[src/rtl/txq_pkg.sv]
// Package: shared watermark codes and threshold decode for the transmit FIFO.
// Assumes the FIFO depth is a multiple of four.
package txq_pkg;

    typedef enum logic [1:0] {
        WM_QUARTER = 2'b00,
        WM_HALF    = 2'b01,
        WM_FULL    = 2'b10,
        WM_SPARE   = 2'b11
    } wmark_e;

    localparam logic [1:0] WM_DEFAULT = WM_FULL;

    // Free-space threshold in bytes for a watermark code
    function automatic int unsigned wmark_bytes(input logic [1:0] code, input int unsigned depth);
        case (wmark_e'(code))
            WM_QUARTER: return depth / 4;
            WM_HALF:    return depth / 2;
            default:    return depth;
        endcase
    endfunction

endpackage

[src/rtl/txq_store.sv]
// Module: byte FIFO storage and pointers. Accepts 16-bit word pushes
// (low byte first) and single-byte pops. Pointers carry one extra bit so
// that full and empty can be told apart. A flush clears both pointers and
// overrides push and pop. Assumes DEPTH is a power of two, at least 8.
module txq_store #(
    parameter int unsigned DEPTH = 64,
    localparam int unsigned AW = $clog2(DEPTH),
    localparam int unsigned CW = AW + 1
) (
    input  logic          clk,
    input  logic          rst_n,
    input  logic          flush,
    input  logic          ovf_clr,
    input  logic          push,
    input  logic [15:0]   word,
    input  logic          pop,
    output logic [7:0]    head,
    output logic          empty,
    output logic [CW-1:0] free,
    output logic          ovf
);
    logic [7:0]    mem [DEPTH];
    logic [CW-1:0] wr_q, rd_q, used;
    logic [AW-1:0] wr_lo, wr_hi;
    logic          push_ok, pop_ok;

    // Occupancy and free space from the extended pointers
    always_comb begin
        used    = wr_q - rd_q;
        free    = CW'(DEPTH) - used;
        empty   = (used == '0);
        wr_lo   = wr_q[AW-1:0];
        wr_hi   = wr_lo + AW'(1);
        push_ok = push && (free >= CW'(2));
        pop_ok  = pop && !empty;
        head    = mem[rd_q[AW-1:0]];
    end

    // Byte storage: a word occupies two consecutive slots
    always_ff @(posedge clk) begin
        if (push_ok && !flush) begin
            mem[wr_lo] <= word[7:0];
            mem[wr_hi] <= word[15:8];
        end
    end

    // Pointer movement, flush and sticky overflow
    always_ff @(posedge clk) begin
        if (!rst_n) begin
            wr_q <= '0;
            rd_q <= '0;
            ovf  <= 1'b0;
        end else begin
            if (flush) begin
                wr_q <= '0;
                rd_q <= '0;
            end else begin
                if (push_ok) wr_q <= wr_q + CW'(2);
                if (pop_ok)  rd_q <= rd_q + CW'(1);
            end
            if (ovf_clr)
                ovf <= 1'b0;
            else if (push && !push_ok && !flush)
                ovf <= 1'b1;
        end
    end

    p_bound_r2: assert property (@(posedge clk) disable iff (!rst_n)
        used <= CW'(DEPTH));
    p_no_overflow_r3: assert property (@(posedge clk) disable iff (!rst_n)
        push && free < CW'(2) && !flush && !ovf_clr |=> ovf);
    p_flush_empty_r6: assert property (@(posedge clk) disable iff (!rst_n)
        flush |=> empty);
endmodule

[src/rtl/txq_wmark.sv]
// Module: staged watermark register. The pending code is written at any
// time and read back as written. It is copied to the active code when the
// update flag is set or a retry reset arrives, and that same event flushes
// the FIFO. The flag clears itself after the load. Software reset restores
// the defaults and takes priority over a configuration write.
module txq_wmark
    import txq_pkg::*;
(
    input  logic       clk,
    input  logic       rst_n,
    input  logic       sw_rst,
    input  logic       retry_rst,
    input  logic       cfg_we,
    input  logic [1:0] cfg_wmark,
    input  logic       cfg_update,
    output logic [1:0] pend,
    output logic [1:0] act,
    output logic       upd,
    output logic       flush
);
    logic load;

    // Load event and FIFO flush request
    always_comb begin
        load  = upd || retry_rst;
        flush = sw_rst || load;
    end

    // Pending, active and update-flag registers
    always_ff @(posedge clk) begin
        if (!rst_n || sw_rst) begin
            pend <= WM_DEFAULT;
            act  <= WM_DEFAULT;
            upd  <= 1'b0;
        end else begin
            if (load) act <= pend;
            if (cfg_we) begin
                pend <= cfg_wmark;
                upd  <= cfg_update;
            end else if (load) begin
                upd <= 1'b0;
            end
        end
    end

    p_readback_r5: assert property (@(posedge clk) disable iff (!rst_n)
        cfg_we && !sw_rst |=> pend == $past(cfg_wmark));
    p_selfclear_r6: assert property (@(posedge clk) disable iff (!rst_n)
        upd && !cfg_we |=> !upd);
    p_retry_load_r7: assert property (@(posedge clk) disable iff (!rst_n)
        retry_rst && !sw_rst |=> act == $past(pend));
endmodule

[src/rtl/txq_req.sv]
// Module: data-request generation. In plain mode the request follows
// free space >= threshold. In burst mode a request that was high stays
// high until two or fewer bytes are free, or four or fewer with end-of-frame.
// The hold state clears on flush.
module txq_req
    import txq_pkg::*;
#(
    parameter int unsigned DEPTH = 64,
    localparam int unsigned CW = $clog2(DEPTH) + 1
) (
    input  logic          clk,
    input  logic          rst_n,
    input  logic          flush,
    input  logic [CW-1:0] free,
    input  logic [1:0]    code,
    input  logic          burst,
    input  logic          eof,
    output logic          req
);
    logic [CW-1:0] thr;
    logic          hold_q, keep;

    // Threshold compare and burst hold-over
    always_comb begin
        thr  = CW'(wmark_bytes(code, DEPTH));
        keep = burst && hold_q && (free > CW'(2)) && !(eof && free <= CW'(4));
        req  = (free >= thr) || keep;
    end

    // Remember the last request level for burst hold
    always_ff @(posedge clk) begin
        if (!rst_n || flush) hold_q <= 1'b0;
        else                 hold_q <= req;
    end

    p_burst_floor_r8: assert property (@(posedge clk) disable iff (!rst_n)
        burst && free <= CW'(2) && code != 2'b00 && free < thr |-> !req);
    p_burst_hold_r8: assert property (@(posedge clk) disable iff (!rst_n)
        burst && $past(rst_n) && $past(req) && !$past(flush) && free > CW'(2) && !eof |-> req);
    p_eof_drop_r9: assert property (@(posedge clk) disable iff (!rst_n)
        burst && eof && free <= CW'(4) && free < thr |-> !req);
endmodule

[src/rtl/txfifo_req_ctrl.sv]
// Module: top of the transmit FIFO data-request controller. Connects the
// staged watermark register, the byte store and the request generator.
// Assumes the host and the MAC run on the same clock.
module txfifo_req_ctrl #(
    parameter int unsigned DEPTH = 64,
    localparam int unsigned CW = $clog2(DEPTH) + 1
) (
    input  logic        clk,
    input  logic        rst_n,
    input  logic        sw_rst,
    input  logic        retry_rst,
    input  logic        cfg_we,
    input  logic [1:0]  cfg_wmark,
    input  logic        cfg_update,
    input  logic        burst_en,
    input  logic        host_we,
    input  logic [15:0] host_word,
    input  logic        host_eof,
    input  logic        mac_pop,
    output logic [7:0]  mac_byte,
    output logic        fifo_empty,
    output logic        tx_req,
    output logic        overflow,
    output logic [1:0]  wmark_rd,
    output logic        update_rd
);
    logic [1:0]    act_code;
    logic          flush;
    logic [CW-1:0] free;

    txq_wmark u_wmark (
        .clk(clk), .rst_n(rst_n), .sw_rst(sw_rst), .retry_rst(retry_rst),
        .cfg_we(cfg_we), .cfg_wmark(cfg_wmark), .cfg_update(cfg_update),
        .pend(wmark_rd), .act(act_code), .upd(update_rd), .flush(flush)
    );

    txq_store #(.DEPTH(DEPTH)) u_store (
        .clk(clk), .rst_n(rst_n), .flush(flush), .ovf_clr(sw_rst),
        .push(host_we), .word(host_word), .pop(mac_pop),
        .head(mac_byte), .empty(fifo_empty), .free(free), .ovf(overflow)
    );

    txq_req #(.DEPTH(DEPTH)) u_req (
        .clk(clk), .rst_n(rst_n), .flush(flush), .free(free),
        .code(act_code), .burst(burst_en), .eof(host_eof), .req(tx_req)
    );
endmodule

[config.mk]
export PLATFORM = sky130hd
export DESIGN_NAME = txfifo_req_ctrl
export DESIGN_NICKNAME = d
export VERILOG_FILES = /design/src/rtl/txq_pkg.sv /design/src/rtl/txq_store.sv /design/src/rtl/txq_wmark.sv /design/src/rtl/txq_req.sv /design/src/rtl/txfifo_req_ctrl.sv
export SDC_FILE = /design/constraint.sdc
export NUM_CORES = 1
export LEC_CHECK = 0
export ABC_CLOCK_PERIOD_IN_PS = 10600
export BUFFER_PORTS_ARGS = -buffer_cell sky130_fd_sc_hd__buf_2
export CAP_MARGIN = 15
export CORE_UTILIZATION = 50
export CTS_CLUSTER_SIZE = 8
export DETAILED_ROUTE_END_ITERATION = 7
export HOLD_SLACK_MARGIN = 0.08
export PLACE_DENSITY = 0.72
export SLEW_MARGIN = 15
export SYNTH_ARGS = -nofsm -noshare
export SYNTH_HDL_FRONTEND = slang
export SYNTH_SLANG_ARGS = --single-unit
[constraint.sdc]
create_clock -name clk -period 10.6 [get_ports clk]
set_input_delay 0.53 -clock clk [delete_from_list [all_inputs] [get_ports clk]]
set_output_delay 0.53 -clock clk [all_outputs]
set_load 0.05 [all_outputs]
# Word level (Yosys, flattened, before mapping)
# Memories as Yosys holds them, arrays and structs flattened. A register that Yosys moved wholly into a read port is not among the register bits.
# Index checks and enable logic that the tools add are counted.
[word_totals]
memories = 1
elab_cells = 50
input_bits = 28
output_inout_bits = 14
ram_bits = 512
ff_bits = 21
[mem_list]
columns = ["name", "words", "width", "rd", "rd_clocked_by_memory_dff", "wr", "line_no", "source"]
rows = [
  ["u_store.mem", 64, 8, 1, 1, 2, "txq_store.sv:22", "logic [7:0] mem [DEPTH];"],
]
[classes]
n_bitwise = 1
n_lt_le_gt_ge = 4
n_addsub = 5
n_eq_ne = 1
mux = 7
reduce_logical = 24
[ops]
columns = ["op", "n"]
rows = [
  ["7-bit one-hot mux with 2 select lines", 1],
  ["6-bit two-way mux", 2],
  ["1-bit logical AND", 9],
  ["7-bit by 1-bit adder with 7-bit output (second input constant)", 1],
  ["7-bit by 2-bit adder with 7-bit output (second input constant)", 1],
  ["7-bit by 2-bit >= comparator with 1-bit output (second input constant)", 1],
  ["7-bit >= comparator", 1],
  ["7-bit by 2-bit greater-than comparator with 1-bit output (second input constant)", 1],
  ["7-bit by 3-bit less-or-equal comparator with 1-bit output (second input constant)", 1],
  ["7-bit logical NOT", 1],
  ["7-bit subtractor", 1],
  ["7-bit subtractor (first input constant)", 1],
  ["6-bit by 1-bit adder with 6-bit output (second input constant)", 1],
  ["1-bit logical NOT", 5],
  ["1-bit logical OR", 5],
  ["1-bit two-way mux", 4],
  ["2-bit OR reduction", 2],
  ["2-bit by 1-bit == test with 1-bit output (second input constant)", 1],
  ["2-bit logical NOT", 1],
  ["2-bit nonzero test", 1],
  ["1-bit NOT", 1],
]

# Depth between registers and ports, before layout
# Gate-level depths: netlist of the first run.
[logic_depth]
ltp_word = 7
mapped_depth = 15
depth_no_buf = 14

# Modules after synthesis
# Synthesis of the first run repeated with hierarchy kept, for this count alone.
[unflattened]
hier_cells = 1050
area_unflattened_um2 = 21663.3
[modules_own_cells]
columns = ["module", "area_each_um2", "instances", "seq_area_each_um2", "cells_each"]
rows = [
  ["txq_store", 21312.9, 1, 15775.1, 1009],
  ["txq_wmark", 190.2, 1, 100.1, 19],
  ["txq_req", 160.2, 1, 20.0, 22],
]

# Worst setup path after synthesis of the first run
# OpenSTA, ideal clock, no wires.
[synth_path]
path_kind = "register to output"
from = "reg u_store.wr_q[1]"
to = "out tx_req"
path_slack_ps = 6587
path_stages_with_launch = 11
arrival_time_ps = 3483
required_ps = 10070
n_path_buf = 1
cell_sequence = "dfxtp_1 inv_1 fa_1 nor2b_1 o22ai_2 xnor2_2 or3_1 buf_6 nor3_2 o211ai_1 nand4_1"
[synth_between]
elab_chain_len = 7
word_cells_on_any_way = 10
classes_between = "2 x add/sub; 3 x order compare; 5 x reduce/logical"
[synth_rtl]
columns = ["item", "line_no", "source"]
rows = [
  ["start, declared", "txq_store.sv:23", "logic [CW-1:0] wr_q, rd_q, used;"],
  ["start signal, assigned", "txq_store.sv:58", "if (push_ok) wr_q <= wr_q + CW'(2);"],
  ["7-bit subtractor (*)", "txq_store.sv:29", "used = wr_q - rd_q;"],
  ["7-bit subtractor (*)", "txq_store.sv:30", "free = CW'(DEPTH) - used;"],
  ["7-bit by 3-bit less-or-equal comparator with 1-bit output", "txq_req.sv:26", "keep = burst && hold_q && (free > CW'(2)) && !(eof && free <= CW'(4));"],
  ["1-bit logical AND", "txq_req.sv:26", ""],
  ["1-bit logical NOT", "txq_req.sv:26", ""],
  ["1-bit logical AND", "txq_req.sv:26", ""],
  ["1-bit logical OR (*)", "txq_req.sv:27", "req = (free >= thr) || keep;"],
  ["end, declared", "txfifo_req_ctrl.sv:22", "output logic tx_req,"],
]
# Every way passes the cells marked *; elsewhere a longest branch is shown, timed or not.

==> results of run 1 <==
-- cell usage after synthesis, types with 3 or more instances --
cell / instances
o21a_1: 3
nor3_1: 4
xnor2_1: 7
buf_2: 13
xor2_1: 3
inv_1: 10
nand2_1: 21
nand3_1: 13
nand4_1: 4
a21oi_1: 12
mux4_2: 168
nor2_1: 45
a21o_1: 5
clkbuf_1: 25
o21ai_0: 10
buf_1: 3
dfxtp_1: 26
nor2b_1: 5
ha_1: 13
nand2b_1: 8
edfxtp_1: 512
mux2i_1: 8
-- placed cells by master (no fill, tap or decap), types with 3 or more instances in the layout --
cell and n:
a21o_1 5, a21oi_1 12, buf_2 41, buf_4 38, clkbuf_1 23, clkbuf_16 78, dfxtp_1 22, edfxtp_1 512
ha_1 13, inv_1 10, mux2i_1 8, mux4_2 168, nand2_1 21, nand2b_1 8, nand3_1 13, nand4_1 4
nor2_1 45, nor2b_1 5, nor3_1 4, o21a_1 3, o21ai_0 10, xnor2_1 7, xor2_1 3
-- layout make-up --
type	count	area, um2	area share
sequential	538	15900	0.651
multi-input combinational	375	5160	0.211
clock buffer	102	2050	0.0839
tap	539	674	0.0276
timing repair buffer	79	490	0.0201
clock inverter	7	130	0.00532
inverter	10	37.5	0.00154
-- per-layer routing --
metal	wire [um]	part of all wire	global-route usage
met3	2970	0.067	0.0424
met2	22100	0.50	0.346
met5	0	0	0
met4	1260	0.028	0.0728
met1	18300	0.41	0.294
-- stage by stage --
stage	total power [W]	setup slack, ns	hold WS [ns]
6_report	0.00471	5.72	0.186
5_1_grt	0.00485	5.44	0.177
4_1_cts	0.00475	5.59	0.163
3_5_place_dp	0.00254	6.11	0.470
3_3_place_gp	0.00253	6.22	0.469
2_1_floorplan	0.00247	6.59	0.446
-- worst max-delay path: stages, from the launching register on --
cell	delay, ns
dfxtp_4	0.87
buf_4	0.90
mux4_2	0.61
mux4_2	0.54
mux4_2	0.53
buf_2	0.24
-- state kept, by name, indices dropped and copies added (netlist names), named ones only --
| name | count |
|---|---|
| u_req.hold_q | 1 |
| u_store.wr_q | 6 |
| u_wmark.act | 2 |
| u_wmark.pend | 2 |
| u_wmark.upd | 1 |
| u_store.ovf | 1 |
| u_store.mem | 512 |
| u_store.rd_q | 7 |
-- how the worst min path moves through the flow --
stage	startpoint	to	slack, ns
2_1_floorplan	u_wmark.act[0]$_SDFFE_PP0P_	u_wmark.act[0]$_SDFFE_PP0P_	0.45
3_3_place_gp	u_wmark.act[0]$_SDFFE_PP0P_	u_wmark.act[0]$_SDFFE_PP0P_	0.47
3_5_place_dp	u_wmark.act[0]$_SDFFE_PP0P_	u_wmark.act[0]$_SDFFE_PP0P_	0.47
4_1_cts	cfg_update	u_wmark.upd$_SDFFE_PP0P_	0.16
5_1_grt	cfg_update	u_wmark.upd$_SDFFE_PP0P_	0.18
6_report	cfg_wmark[1]	u_wmark.pend[1]$_SDFFE_PP1P_	0.19
-- power groups by stage --
stage / logic (W) / clock network [W] / registers [W]
2_1_floorplan: 0.0000968 / 0 / 0.00238
3_3_place_gp: 0.000153 / 0 / 0.00238
3_5_place_dp: 0.000157 / 0 / 0.00238
4_1_cts: 0.000158 / 0.00225 / 0.00234
5_1_grt: 0.000169 / 0.00234 / 0.00234
6_report: 0.000156 / 0.00221 / 0.00234
-- kinds of logic after synthesis --
logic type / Yosys count
flip-flops: 538
multiplexers: 177
AND/OR/NAND/NOR: 115
AO/OA/AOI/OAI: 58
buffers and inverters: 52
adder cells (fa/ha/maj): 14
XOR/XNOR: 11
==> results.py, run 1 <==
metrics = {
    "pwr": {
        "powerDensity_mw_per_mm2": 193,
        "vdd_drop_max_mv": 0.119,
        "p_int_w": 0.00375,
        "p_leak_nw": 7.60,
        "power_frac_comb": 0.033,
        "p_sw_w": 0.000958,
        "p_sw_frac": 0.204,
        "pwr-share-clk": 0.470,
        "p_seq_frac": 0.497,
    },
    "logic_synthesis": {
        "syn_nets": 1007,
        "synth_compound_area_frac": 0.0206,
        "synthArstFlopShare": 0,
        "ys_types": 59,
        "synth_top_family_by_area": "multiplexers",
        "synthCells": 965,
        "ys_top_cells_by_area": "edfxtp_1 72%, mux4_2 18%, dfxtp_1 2.4%",
        "synthesis.area_mm2": 0.0213,
        "synthXorXnorAreaFrac": 0.00488,
        "synth_edf_count": 512,
        "ys_seq_area_frac": 0.747,
        "synth_simple_gate_area_frac": 0.0263,
        "synth_top_area_frac": 0.723,
        "synthMuxAreaShare": 0.182,
        "synth_flop_cell": "edfxtp_1",
        "synth_warnings": 0,
        "ys_ff_latch": 538,
        "synth_area_leader_cell": "edfxtp_1",
        "syn_area_per_cell_um2": 22.0,
        "synthAdderAreaFrac": 0.00859,
    },
    "setup_path": {
        "crit_type": "flop to output port",
        "rrSetupSlack_ns": 6.04,
        "worstPathMaxFanout": 49,
        "crit_end": "mac_byte[4]",
        "reg2regPathDepth": 10,
        "reg2reg_to": "u_store.mem[56][1]$_DFFE_PP_",
        "r2r_start": "u_store.wr_q[1]$_SDFFE_PP0P_",
        "start_kind": "flop",
        "worstPathRequired_ns": 10.07,
        "cp-end-kind": "output port",
        "cp_data_arrival_time_ns": 4.35,
    },
    "run": {
        "maxCapViolCount": 0,
    },
    "clocking": {
        "holdBufCountCts": 0,
        "clk_pin_slew_worst_paths_ns": 0.05,
        "cts_resized": 0,
        "clk_latency_ns": 0.59,
        "cts_max_path_buffers": 3,
        "cts-root-buf": "clkbuf_16",
        "cts_setup_buffers": 0,
        "numCtsBuffers": 77,
        "tritoncts": "done",
        "clock-sinks": 538,
        "htree_levels": 3,
    },
    "worst_hold_path": {
        "min_path_type": "input port to flop",
        "worstHoldPathCells": 3,
    },
    "placed_design": {
        "place_area_mm2": 0.0223,
        "place.gp.congestion": 0.784,
        "port_buffers": 41,
        "placedCellCount": 1541,
        "dp_hpwl_um": 24600,
    },
    "route": {
        "drt-initial-drc-count": 1195,
        "via_count": 10300,
        "via_per_inst": 6.23,
        "drt-total-wl_um": 44600,
        "ant_nets": 0,
        "dr.pass1.iters": 5,
        "drc": 0,
        "wl_per_cell_um": 27.0,
    },
    "timing": {
        "setup_viol": 0,
        "finalHoldViolCount": 0,
        "tns_ns": 0,
        "drv_slew": 0,
        "rsz0062_at_grt": "false",
        "skew_ns": 0.0231,
        "fin_crit_ns": 4.88,
        "worst_pin_slew_ns": 1.14,
        "slew_headroom": 0.243,
        "post-route-period-util": 0.460,
        "max_freq_ghz": 0.205,
    },
    "cells_and_area": {
        "instances_no_fill": 1650,
        "fillerInstances": 2912,
        "drive_gt1_frac": 0.317,
        "fin_area_mm2": 0.0244,
        "syn_to_final_growth_pct": 14.9,
        "fin_util": 0.583,
        "nets": 1123,
        "num_antenna_cells": 0,
    },
    "global_route": {
        "antenna_found_initial": 0,
        "grt_pass1_vias": 10600,
        "grt_pass1_wl_um": 67900,
        "overflow": 0,
        "grt_max_degree": 77,
        "grt_usage": 0.214,
    },
    "floorplanning": {
        "fp.dieH_um": 208,
        "start_util": 0.507,
        "die_x_um": 208,
        "core_area_mm2": 0.0419,
        "die_area_mm2": 0.0434,
        "std_cell_rows": 75,
        "ioPinCount": 42,
    },
    "run_status": {
        "status": "completed",
    },
}
Note: power is estimated with default switching activity, not from simulation.
==> run 2, diff against run 1 <==
--- a/config.mk
+++ b/config.mk
@@ -5,7 +5,7 @@
 export SDC_FILE = /design/constraint.sdc
 export NUM_CORES = 1
 export LEC_CHECK = 0
-export ABC_CLOCK_PERIOD_IN_PS = 10600
+export ABC_CLOCK_PERIOD_IN_PS = 4700
 export BUFFER_PORTS_ARGS = -buffer_cell sky130_fd_sc_hd__buf_2
 export CAP_MARGIN = 15
 export CORE_UTILIZATION = 50
==> constraint.sdc (replaced) <==
create_clock -name clk -period 4.7 [get_ports clk]
set_input_delay 0.235 -clock clk [delete_from_list [all_inputs] [get_ports clk]]
set_output_delay 0.235 -clock clk [all_outputs]
set_load 0.05 [all_outputs]
==> results.py, run 2 (synthesis gave the netlist of run 1 again) <==
metrics = {
    "floorplanning": {
        "fp.dieH_um": 208,
        "ioPinCount": 42,
        "die_x_um": 208,
        "core_area_mm2": 0.0419,
        "start_util": 0.507,
        "die_area_mm2": 0.0434,
        "std_cell_rows": 75,
    },
    "cells_and_area": {
        "fin_area_mm2": 0.0246,
        "largest_reg_flops": 512,
        "drive_gt1_frac": 0.318,
        "regMostFlops": "u_store.mem",
        "num_antenna_cells": 0,
        "nets": 1144,
        "reg_top3": "u_store.mem: 512 flops, u_store.rd_q: 7 flops, u_store.wr_q: 6 flops",
        "layout_commonest_cell": "edfxtp_1",
        "multi_input_area_mm2": 0.00516,
        "register_area_mm2": 0.0159,
        "final_cell_mix": "512 x edfxtp_1, 168 x mux4_2, 79 x clkbuf_16",
        "instances_no_fill": 1661,
        "fillerInstances": 2930,
        "syn_to_final_growth_pct": 15.5,
    },
    "timing": {
        "rsz0062_at_grt": "false",
        "worst_pin_slew_ns": 1.06,
        "drv_slew": 0,
        "tns_ns": 0,
        "finalHoldViolCount": 0,
        "max_freq_ghz": 0.231,
        "post-route-period-util": 0.920,
        "fin_crit_ns": 4.32,
        "whs_ns": 0.108,
        "slew_headroom": 0.288,
        "skew_ns": 0.0174,
        "setup_viol": 0,
    },
    "setup_path": {
        "crit_type": "flop to output port",
        "start_kind": "flop",
        "worstPathMaxFanout": 8,
        "cp-end-kind": "output port",
        "cp_data_arrival_time_ns": 4.09,
        "worstPathRequired_ns": 4.47,
    },
    "global_route": {
        "overflow": 0,
        "grt_max_degree": 47,
        "grt_pass1_vias": 10600,
        "grt_usage": 0.219,
        "grt_pass1_wl_um": 68500,
        "antenna_found_initial": 1,
    },
    "route": {
        "dr.pass1.iters": 5,
        "drc": 0,
        "drt-initial-drc-count": 1023,
        "wl_met2_um": 22300,
        "topRoutingLayerUsed": "met4",
        "ant_nets": 0,
        "wl_met1_um": 19400,
        "drt-total-wl_um": 46200,
        "wl_per_cell_um": 27.8,
        "wl_met3_um": 3560,
        "via_count": 10300,
        "via_per_inst": 6.22,
    },
    "pwr": {
        "powerDensity_mw_per_mm2": 427,
        "vdd_drop_max_mv": 0.247,
        "p_leak_nw": 7.66,
    },
    "clocking": {
        "cts_setup_buffers": 0,
        "cts-root-buf": "clkbuf_16",
        "tritoncts": "done",
        "clock-sinks": 538,
        "cts_max_path_buffers": 3,
        "numCtsBuffers": 77,
        "clk_pin_slew_worst_paths_ns": 0.05,
        "clk_latency_ns": 0.58,
        "htree_levels": 3,
    },
    "placed_design": {
        "dp_hpwl_um": 26400,
        "place_area_mm2": 0.0223,
        "port_buffers": 41,
        "place.gp.congestion": 0.822,
        "placedCellCount": 1547,
    },
    "run": {
        "maxCapViolCount": 0,
    },
    "worst_hold_path": {
        "min_path_type": "input port to flop",
    },
    "run_status": {
        "status": "completed",
    },
}
run 2: report_power, final:
| part | total (W) | leakage (nW) | internal [W] | switching, W |
|---|---|---|---|---|
| combinational | 0.000393 | 1.83 | 0.000122 | 0.000271 |
| clock | 0.00484 | 1.01 | 0.00299 | 0.00185 |
| sequential | 0.00528 | 4.82 | 0.00527 | 0.00000946 |
| total | 0.0105 | 7.66 | 0.00838 | 0.00213 |
run 2: cell type report:
type                       count  share of cell area
clock buffer                  93              0.0826
clock inverter                 6             0.00209
inverter                      10             0.00153
multi-input combinational    375               0.210
sequential                   538               0.647
tap                          539              0.0274
timing repair buffer         100              0.0294
run 2: worst paths after layout:
path | start | endpoint | slack [ns] | cells past startpoint
min | mac_pop | flop | 0.11 | 4
min reg2reg | u_wmark.act[0]$_SDFFE_PP0P_ | u_wmark.act[0]$_SDFFE_PP0P_ | 0.49 | 2
max | u_store.wr_q[1]$_SDFFE_PP0P_ | tx_req | 0.38 | 15
max reg2reg | u_store.wr_q[1]$_SDFFE_PP0P_ | u_store.mem[50][2]$_DFFE_PP_ | 0.89 | 10
run 2: layer usage:
layer  vias to the layer above  track usage
li1                       4338            -
met1                      5452        0.311
met2                       473        0.342
met3                        65       0.0488
met4                         0       0.0677
met5                         -            0
run 2: through the flow:
step / util / worst slack (ns) / total power (W)
2_1_floorplan: - / 0.982 / 0.00558
3_3_place_gp: 0.533 / 1.05 / 0.00574
3_5_place_dp: 0.533 / 0.954 / 0.00575
4_1_cts: 0.586 / 0.371 / 0.0106
5_1_grt: 0.586 / 0.0772 / 0.0108
6_report: 0.586 / 0.378 / 0.0105
run 2: critical path, stage by stage (launching register included):
cell and delay (ns):
dfxtp_1 0.46, inv_1 0.15, fa_1 0.52, nor2b_1 0.22, o22ai_2 0.13, xnor2_2 0.38
or3_1 0.40, nand2_1 0.10, ha_1 0.28, nand3_1 0.06, nand2_1 0.07, o21ai_0 0.08
a31oi_1 0.20, o22ai_1 0.12, nand4_1 0.09, buf_2 0.26
run 2: repair_timing:
item,CTS,global route
hold buffers,15,0
resized for setup,0,0
endpoints found under the hold margin,8,0
==> run 3, diff against run 2 <==
--- a/config.mk
+++ b/config.mk
@@ -5,7 +5,7 @@
 export SDC_FILE = /design/constraint.sdc
 export NUM_CORES = 1
 export LEC_CHECK = 0
-export ABC_CLOCK_PERIOD_IN_PS = 4700
+export ABC_CLOCK_PERIOD_IN_PS = 5200
 export BUFFER_PORTS_ARGS = -buffer_cell sky130_fd_sc_hd__buf_2
 export CAP_MARGIN = 15
 export CORE_UTILIZATION = 50
==> constraint.sdc (replaced) <==
create_clock -name clk -period 5.2 [get_ports clk]
set_input_delay 0.26 -clock clk [delete_from_list [all_inputs] [get_ports clk]]
set_output_delay 0.26 -clock clk [all_outputs]
set_load 0.05 [all_outputs]
==> results.py, run 3 (synthesis gave the netlist of run 1 again) <==
metrics = {
    "timing": {
        "fin_crit_ns": 4.34,
        "drv_slew": 0,
        "finalHoldViolCount": 0,
        "max_freq_ghz": 0.230,
        "setup_viol": 0,
        "tns_ns": 0,
        "skew_ns": 0.0177,
        "worst_pin_slew_ns": 1.13,
        "post-route-period-util": 0.835,
        "rsz0062_at_grt": "false",
        "layout_setup_ws_ns": 0.860,
        "slew_headroom": 0.244,
    },
    "route": {
        "wl_per_cell_um": 27.2,
        "drc": 0,
        "dr.pass1.iters": 5,
        "via_per_inst": 6.19,
        "drt-initial-drc-count": 1042,
        "drt-total-wl_um": 45200,
        "ant_nets": 0,
        "via_count": 10300,
    },
    "pwr": {
        "totalPowerFinal_w": 0.00951,
        "vdd_drop_max_mv": 0.264,
        "powerDensity_mw_per_mm2": 387,
        "p_leak_nw": 7.65,
    },
    "global_route": {
        "grt_pass1_wl_um": 68000,
        "grt_max_degree": 55,
        "grt_pass1_vias": 10700,
        "overflow": 0,
        "antenna_found_initial": 4,
        "grt_usage": 0.217,
    },
    "floorplanning": {
        "fp.dieH_um": 208,
        "ioPinCount": 42,
        "die_x_um": 208,
        "die_area_mm2": 0.0434,
        "std_cell_rows": 75,
        "start_util": 0.507,
        "core_area_mm2": 0.0419,
    },
    "run": {
        "maxCapViolCount": 0,
    },
    "clocking": {
        "clk_latency_ns": 0.58,
        "cts-root-buf": "clkbuf_16",
        "clock-sinks": 538,
        "numCtsBuffers": 77,
        "cts_setup_buffers": 0,
        "tritoncts": "done",
        "cts_max_path_buffers": 3,
        "htree_levels": 3,
        "clk_pin_slew_worst_paths_ns": 0.05,
    },
    "setup_path": {
        "cp_data_arrival_time_ns": 4.08,
        "worstPathRequired_ns": 4.94,
        "start_kind": "flop",
        "cp-end-kind": "output port",
        "crit_type": "flop to output port",
        "worstPathMaxFanout": 8,
    },
    "run_status": {
        "status": "completed",
    },
    "placed_design": {
        "port_buffers": 41,
        "dp_slack_ns": 1.19,
        "dp_hpwl_um": 25900,
        "place.gp.congestion": 0.792,
        "place_area_mm2": 0.0223,
    },
    "cells_and_area": {
        "final_cell_mix": "512 x edfxtp_1, 168 x mux4_2, 80 x clkbuf_16",
        "multi_input_area_mm2": 0.00516,
        "largest_reg_flops": 512,
        "syn_to_final_growth_pct": 15.6,
        "layout_commonest_cell": "edfxtp_1",
        "nets": 1139,
        "fin_util": 0.586,
        "fillerInstances": 2917,
        "register_area_mm2": 0.0159,
        "fin_area_mm2": 0.0246,
        "regMostFlops": "u_store.mem",
        "reg_top3": "u_store.mem: 512 flops, u_store.rd_q: 7 flops, u_store.wr_q: 6 flops",
        "drive_gt1_frac": 0.314,
    },
    "worst_hold_path": {
        "min_path_type": "input port to flop",
    },
}
-- run 3: path summary, 6_finish.rpt --
path                           startpoint                           end  slack (ns)  depth (start not counted)
max          u_store.wr_q[1]$_SDFFE_PP0P_                        tx_req        0.86                         15
min                               mac_pop                          flop        0.13                          4
max reg2reg  u_store.wr_q[1]$_SDFFE_PP0P_  u_store.mem[32][6]$_DFFE_PP_        1.16                         10
min reg2reg   u_wmark.act[0]$_SDFFE_PP0P_   u_wmark.act[0]$_SDFFE_PP0P_        0.48                          2
-- run 3: layout make-up --
type                            count  area share
Clock buffer                       96      0.0839
Inverter                           10     0.00153
Timing Repair Buffer               95      0.0279
Tap cell                          539      0.0274
Clock inverter                      4     0.00229
Sequential cell                   538       0.647
Multi-Input combinational cell    375       0.210
Antenna cell                        1    0.000102
-- run 3: where the power goes --
group / switching, W / internal, W
Clock: 0.00166 / 0.00273
Sequential: 0.00000677 / 0.00476
Combinational: 0.000242 / 0.000108
-- run 3: metal layers --
layer	track usage	wire, um	up-vias
met4	0.0833	1270	2
met5	0	19	-
met3	0.0469	3490	81
met1	0.307	18800	5411
li1	-	-	4328
met2	0.333	21500	447
-- run 3: critical path: stages (launching register included) --
cell and delay [ns]:
dfxtp_1 0.47, inv_1 0.14, fa_1 0.50, nor2b_1 0.20, o22ai_2 0.13, xnor2_2 0.38
or3_1 0.40, nand2_1 0.10, ha_1 0.28, nand3_1 0.06, nand2_1 0.07, o21ai_0 0.07
a31oi_1 0.20, o22ai_1 0.13, nand4_1 0.09, buf_2 0.26
-- run 3: what timing repair did --
item,4_1_cts,5_1_grt
hold endpoints to repair,8,0
gates resized for setup,0,0
hold buffers,15,0
-- run 3: per-stage QoR --
stage | hold WS (ns) | cells
after floorplan | 0.359 | 965
after global placement | 0.466 | 1542
after detailed placement | 0.478 | 1542
after CTS | 0.116 | 1657
after global routing | 0.146 | 1657
final | 0.128 | 1658
